[config.mk]
export PLATFORM = sky130hd
export DESIGN_NAME = tick_timer
export DESIGN_NICKNAME = d
export VERILOG_FILES = /design/src/rtl/tick_timer_pkg.sv /design/src/rtl/tick_timer_ctrl.sv /design/src/rtl/tick_timer_dp.sv /design/src/rtl/tick_timer.sv
export SDC_FILE = /design/constraint.sdc
export NUM_CORES = 1
export LEC_CHECK = 0
export CORE_ASPECT_RATIO = 0.75
export CORE_UTILIZATION = 51
export CTS_BUF_LIST = sky130_fd_sc_hd__clkbuf_8 sky130_fd_sc_hd__clkbuf_16
export DETAILED_ROUTE_END_ITERATION = 7
export HOLD_SLACK_MARGIN = 0.12
export PLACE_DENSITY_LB_ADDON = 0.05
export SLEW_MARGIN = 10
export SYNTH_ARGS = -nofsm -noshare
export SYNTH_HDL_FRONTEND = slang
export SYNTH_HIERARCHICAL = 1
export SYNTH_SLANG_ARGS = --single-unit
export TNS_END_PERCENT = 100
[constraint.sdc]
create_clock -name clk -period 4.2 [get_ports clk]
set_input_delay 0.63 -clock clk [delete_from_list [all_inputs] [get_ports clk]]
set_output_delay 0.63 -clock clk [all_outputs]
set_load 0.02 [all_outputs]
[src/rtl/tick_timer_pkg.sv]
package tick_timer_pkg;
  localparam int ADDR_W = 8;
  localparam int DATA_W = 32;

  localparam logic [ADDR_W-1:0] WORD_CMD    = 8'h08;
  localparam logic [ADDR_W-1:0] WORD_STATE  = 8'h09;
  localparam logic [ADDR_W-1:0] WORD_PRESC  = 8'h0a;
  localparam logic [ADDR_W-1:0] WORD_TARGET = 8'h0b;

  localparam int CMD_GO_BIT   = 0;
  localparam int CMD_HALT_BIT = 1;

  // strobes from control to datapath
  typedef struct packed {
    logic clearCnt;  // start accepted: zero both counters
    logic countEn;   // timer running: advance counters
    logic cfgLock;   // refuse configuration writes
  } timer_cmd_t;
endpackage

[src/rtl/tick_timer_ctrl.sv]
module tick_timer_ctrl
  import tick_timer_pkg::*;
#(
  parameter int AW = ADDR_W
) (
  input  logic          clk,
  input  logic          rstN,
  input  logic          cs,
  input  logic          we,
  input  logic [AW-1:0] addr,
  input  logic [1:0]    cmdBits,
  input  logic          targetHit,
  output timer_cmd_t    cmd,
  output logic          running,
  output logic          reached
);
  logic cmdWrite;
  logic goReq;
  logic haltReq;

  assign cmdWrite = cs && we && (addr == WORD_CMD);
  assign haltReq  = cmdWrite && cmdBits[CMD_HALT_BIT];
  assign goReq    = cmdWrite && cmdBits[CMD_GO_BIT] && !cmdBits[CMD_HALT_BIT] && !running;

  always_ff @(posedge clk) begin
    if (!rstN) begin
      running <= 1'b0;
      reached <= 1'b0;
    end else begin
      if (haltReq)    running <= 1'b0;
      else if (goReq) running <= 1'b1;

      if (goReq)          reached <= 1'b0;
      else if (targetHit) reached <= 1'b1;
    end
  end

  always_comb begin
    cmd.clearCnt = goReq;
    cmd.countEn  = running;
    cmd.cfgLock  = running;
  end
endmodule

[src/rtl/tick_timer_dp.sv]
module tick_timer_dp
  import tick_timer_pkg::*;
#(
  parameter int AW = ADDR_W,
  parameter int DW = DATA_W
) (
  input  logic          clk,
  input  logic          rstN,
  input  logic          cs,
  input  logic          we,
  input  logic [AW-1:0] addr,
  input  logic [DW-1:0] wrData,
  input  timer_cmd_t    cmd,
  output logic [DW-1:0] prescVal,
  output logic [DW-1:0] targetVal,
  output logic [DW-1:0] unitCnt,
  output logic          targetHit
);
  localparam logic [DW-1:0] ONE = {{(DW-1){1'b0}}, 1'b1};

  logic [DW-1:0] prescCnt;
  logic          unitTick;
  logic          prescWr;
  logic          targetWr;

  assign prescWr   = cs && we && (addr == WORD_PRESC)  && !cmd.cfgLock;
  assign targetWr  = cs && we && (addr == WORD_TARGET) && !cmd.cfgLock;
  assign unitTick  = cmd.countEn && (prescCnt == prescVal - ONE);
  assign targetHit = unitTick && ((unitCnt + ONE) == targetVal);

  always_ff @(posedge clk) begin
    if (!rstN) begin
      prescVal  <= ONE;
      targetVal <= ONE;
    end else begin
      if (prescWr)  prescVal  <= wrData;
      if (targetWr) targetVal <= wrData;
    end
  end

  always_ff @(posedge clk) begin
    if (!rstN) begin
      prescCnt <= '0;
      unitCnt  <= '0;
    end else if (cmd.clearCnt) begin
      prescCnt <= '0;
      unitCnt  <= '0;
    end else if (cmd.countEn) begin
      if (unitTick) begin
        prescCnt <= '0;
        unitCnt  <= unitCnt + ONE;
      end else begin
        prescCnt <= prescCnt + ONE;
      end
    end
  end
endmodule

[src/rtl/tick_timer.sv]
module tick_timer
  import tick_timer_pkg::*;
#(
  parameter int AW = ADDR_W,
  parameter int DW = DATA_W
) (
  input  logic          clk,
  input  logic          rstN,
  input  logic          cs,
  input  logic          we,
  input  logic [AW-1:0] addr,
  input  logic [DW-1:0] wrData,
  output logic [DW-1:0] rdData
);
  timer_cmd_t    cmd;
  logic          running;
  logic          reached;
  logic          targetHit;
  logic [DW-1:0] prescVal;
  logic [DW-1:0] targetVal;
  logic [DW-1:0] unitCnt;

  tick_timer_ctrl #(.AW(AW)) u_ctrl (
    .clk(clk), .rstN(rstN), .cs(cs), .we(we), .addr(addr),
    .cmdBits(wrData[1:0]), .targetHit(targetHit),
    .cmd(cmd), .running(running), .reached(reached)
  );

  tick_timer_dp #(.AW(AW), .DW(DW)) u_dp (
    .clk(clk), .rstN(rstN), .cs(cs), .we(we), .addr(addr),
    .wrData(wrData), .cmd(cmd), .prescVal(prescVal),
    .targetVal(targetVal), .unitCnt(unitCnt), .targetHit(targetHit)
  );

  always_comb begin
    rdData = '0;
    if (cs && !we) begin
      unique case (addr)
        WORD_STATE:  rdData = {{(DW-2){1'b0}}, reached, running};
        WORD_PRESC:  rdData = prescVal;
        WORD_TARGET: rdData = running ? unitCnt : targetVal;
        default:     rdData = '0;
      endcase
    end
  end
endmodule

==> metrics.txt <==
final hold vios 0; Synth top area share 30.2%; area grow syn2layout 16.0%; Total Routed Length 24700 um; Syn Nets 1132; Final #Nets 1170; GRT Util Overall 29.2%; fin cells 1346; worst endpoint required time 4.55 ns; final worst-path cycle share 91.6%; post-route design area 10000 um2; vias in the first global route 7276; critical path's largest stage delay 0.59 ns; # placed instances 1314; Synth Register Bits 130; ANT nets after route 0; die area 17400 um2; Reg-to-Reg Start u_dp/prescVal[8]; power per standard cell area 295 nW/um2; max_slew headroom 45.7%; Hold Startpoint u_dp/targetVal[7]; Die W 152 um; Worst R2R End u_dp/unitCnt[30]; clk sinks 130; Max Freq 260 MHz; initial antenna violation count 0; global-route wire length before repair 39500 um; CTS root buf clkbuf_16; Syn Inst Count 1085; port buffer count 75; Initial Util 53.0%; worst hold slack 0.494 ns; RSZ-0062 raised after global routing false; # DRC 7; DP Area 9380 um2; Lkg Pwr 3.24 nW; # resized after CTS 0; Async S/R FF share, synth 0%; hold path cells 2; status finished, violations left; DR vias/cell 6.02; Clk Latency, worst-skew pair 0.43 ns; Critical Path Source Type flop; worst slew pin tran 0.815 ns; Fin Setup TNS 0 ns; RePlAce Congestion 0.938; Worst Path Arrival 4.20 ns; slowest stage cell, crit path o41ai_1; CP endpoint kind flop; FP Rows 40; failing checks DRC; EDFF count, synth 0; H-tree levels 4; Max Slew Vio Count 0; via count 8097; Hold EP u_dp/targetVal[7]; Synth area leaders dfxtp_1 (30%), nand2_1 (7.7%), xnor2_1 (6.8%); syn avg cell area 7.95 um2; Post-DP HPWL 17700 um; critical path peak fanout 64; diode count 0; maxcap violations 0; FF-to-FF path depth 9; min-delay worst type reg -> reg; Hold Buf Count CTS 0; drt pass-1 iters 8; CTS tree done; Synth Flop Type dfxtp_1; GRT overflow 0; Synth cell types 65; most frequent cells in the layout nand2_1 (178), dfxtp_1 (129), nor2_1 (99); Peak supply drop 0.000226 V; CTS Buf Count 17; Critical path origin u_dp/prescVal[8]; Reg2Reg Setup Slack 0.35 ns; I/O pin count 76; leading cell type in the layout, fill and taps excluded nand2_1; Setup Skew 0.00772 ns; Synth area leader dfxtp_1; CP dominant cell by count or4_1; largest net degree at the start of global routing 72; area of the mapped netlist 8630 um2; min Tclk post-route 3.85 ns; share of post-route cells with drive strength above 1 9.24%; Die H 115 um; Clk pin slew, worst setup/hold paths 0.06 ns; ordered list of cells on the worst path nor4_2 > and4_1 > nand3_1 > o41ai_1 > nand4_1 > or4_1 > buf_4 > or4_1 > a21oi_1; core footprint 16300 um2; crit path kind reg -> reg; Routed WL per cell 18.4 um; clock buffer depth 2; synth warn 6; initial drt markers 697; setup violators final 0; Post-CTS Setup Bufs 0; register area share after synthesis 30.2%
worst max-delay path: cells and delay by family (launching register included):
| kind | cells | cell delay (ns) |
|---|---|---|
| AOI/OAI and AO/OA | 2 | 0.76 |
| buffers and inverters | 1 | 0.30 |
| DFF | 1 | 0.39 |
| and+or+nand+nor | 6 | 2.29 |
state kept, by name, indices dropped and copies added, names as in the netlist:
name	flops
u_dp/prescVal	32
u_ctrl/reached	1
u_dp/prescCnt	32
u_ctrl/running	1
u_dp/unitCnt	32
u_dp/targetVal	32
routing by layer:
| layer | vias to the layer above | global-route usage (%) | wire [um] |
|---|---|---|---|
| li1 | 3943 | - | - |
| met1 | 3817 | 42.4 | 12100 |
| met2 | 309 | 42.9 | 10400 |
| met3 | 28 | 5.98 | 1860 |
| met4 | 0 | 9.12 | 366 |
| met5 | - | 0 | 0 |
how the worst max path moves through the flow:
stage | to | slack (ns)
6_report | u_dp/unitCnt[30] | 0.35
5_1_grt | u_dp/prescCnt[1] | 0.05
4_1_cts | u_dp/unitCnt[30] | 0.46
3_5_place_dp | u_dp/unitCnt[30] | 0.48
3_3_place_gp | u_dp/prescCnt[1] | 0.47
2_1_floorplan | u_dp/unitCnt[21] | 0.83
cells in the mapped netlist (all sizes together) (3+ instances only):
cell	number
nand4	34
nand4b	6
xor2	49
and2	9
a21boi	63
nor3b	4
nor4b	3
a211oi	37
nand3b	3
nor2	99
o31ai	11
or3	27
mux2i	32
a21oi	41
nor2b	7
nor3	13
and3	11
o21ai	35
mux2	4
xnor2	67
nand3	34
or2	3
o211ai	7
buf	18
dfxtp	130
nand2	178
or4	17
and4	10
nor4	20
clkbuf	60
a31oi	8
nand2b	8
ha	3
inv	8
report_power, final:
| group | leakage, nW | total, W | switching, W | internal [W] |
|---|---|---|---|---|
| clock | 0.295 | 0.00159 | 0.000583 | 0.00100 |
| combinational | 1.89 | 0.000127 | 0.0000682 | 0.0000585 |
| sequential | 1.05 | 0.00123 | 0.000000770 | 0.00123 |
kinds of logic (layout without fill, tap and decap cells):
logic type,Yosys count,in the layout,synth area share [%]
AO/OA/AOI/OAI,222,222,19.0
XOR/XNOR,116,116,11.8
flip-flops,130,130,30.2
AND/OR/NAND/NOR,491,491,28.9
adder cells (fa/ha/maj),3,3,0.435
multiplexers,36,36,4.23
buffers and inverters,87,138,5.44
stage by stage:
stage	total power [W]	setup WS [ns]	util, %
5_1_grt	0.00304	0.0471	61.5
3_3_place_gp	0.00139	0.467	57.7
2_1_floorplan	0.00132	0.831	-
6_report	0.00295	0.351	61.5
4_1_cts	0.00297	0.463	61.5
3_5_place_dp	0.00139	0.480	57.7
cell type report:
class,count,area [um2]
sequential,130,2600
inverter,8,30.0
fill,1472,6260
timing repair buffer,98,926
tap,210,263
clock inverter,14,189
multi-input combinational,868,5560
clock buffer,18,439
Note: power is estimated with default switching activity, not from simulation.
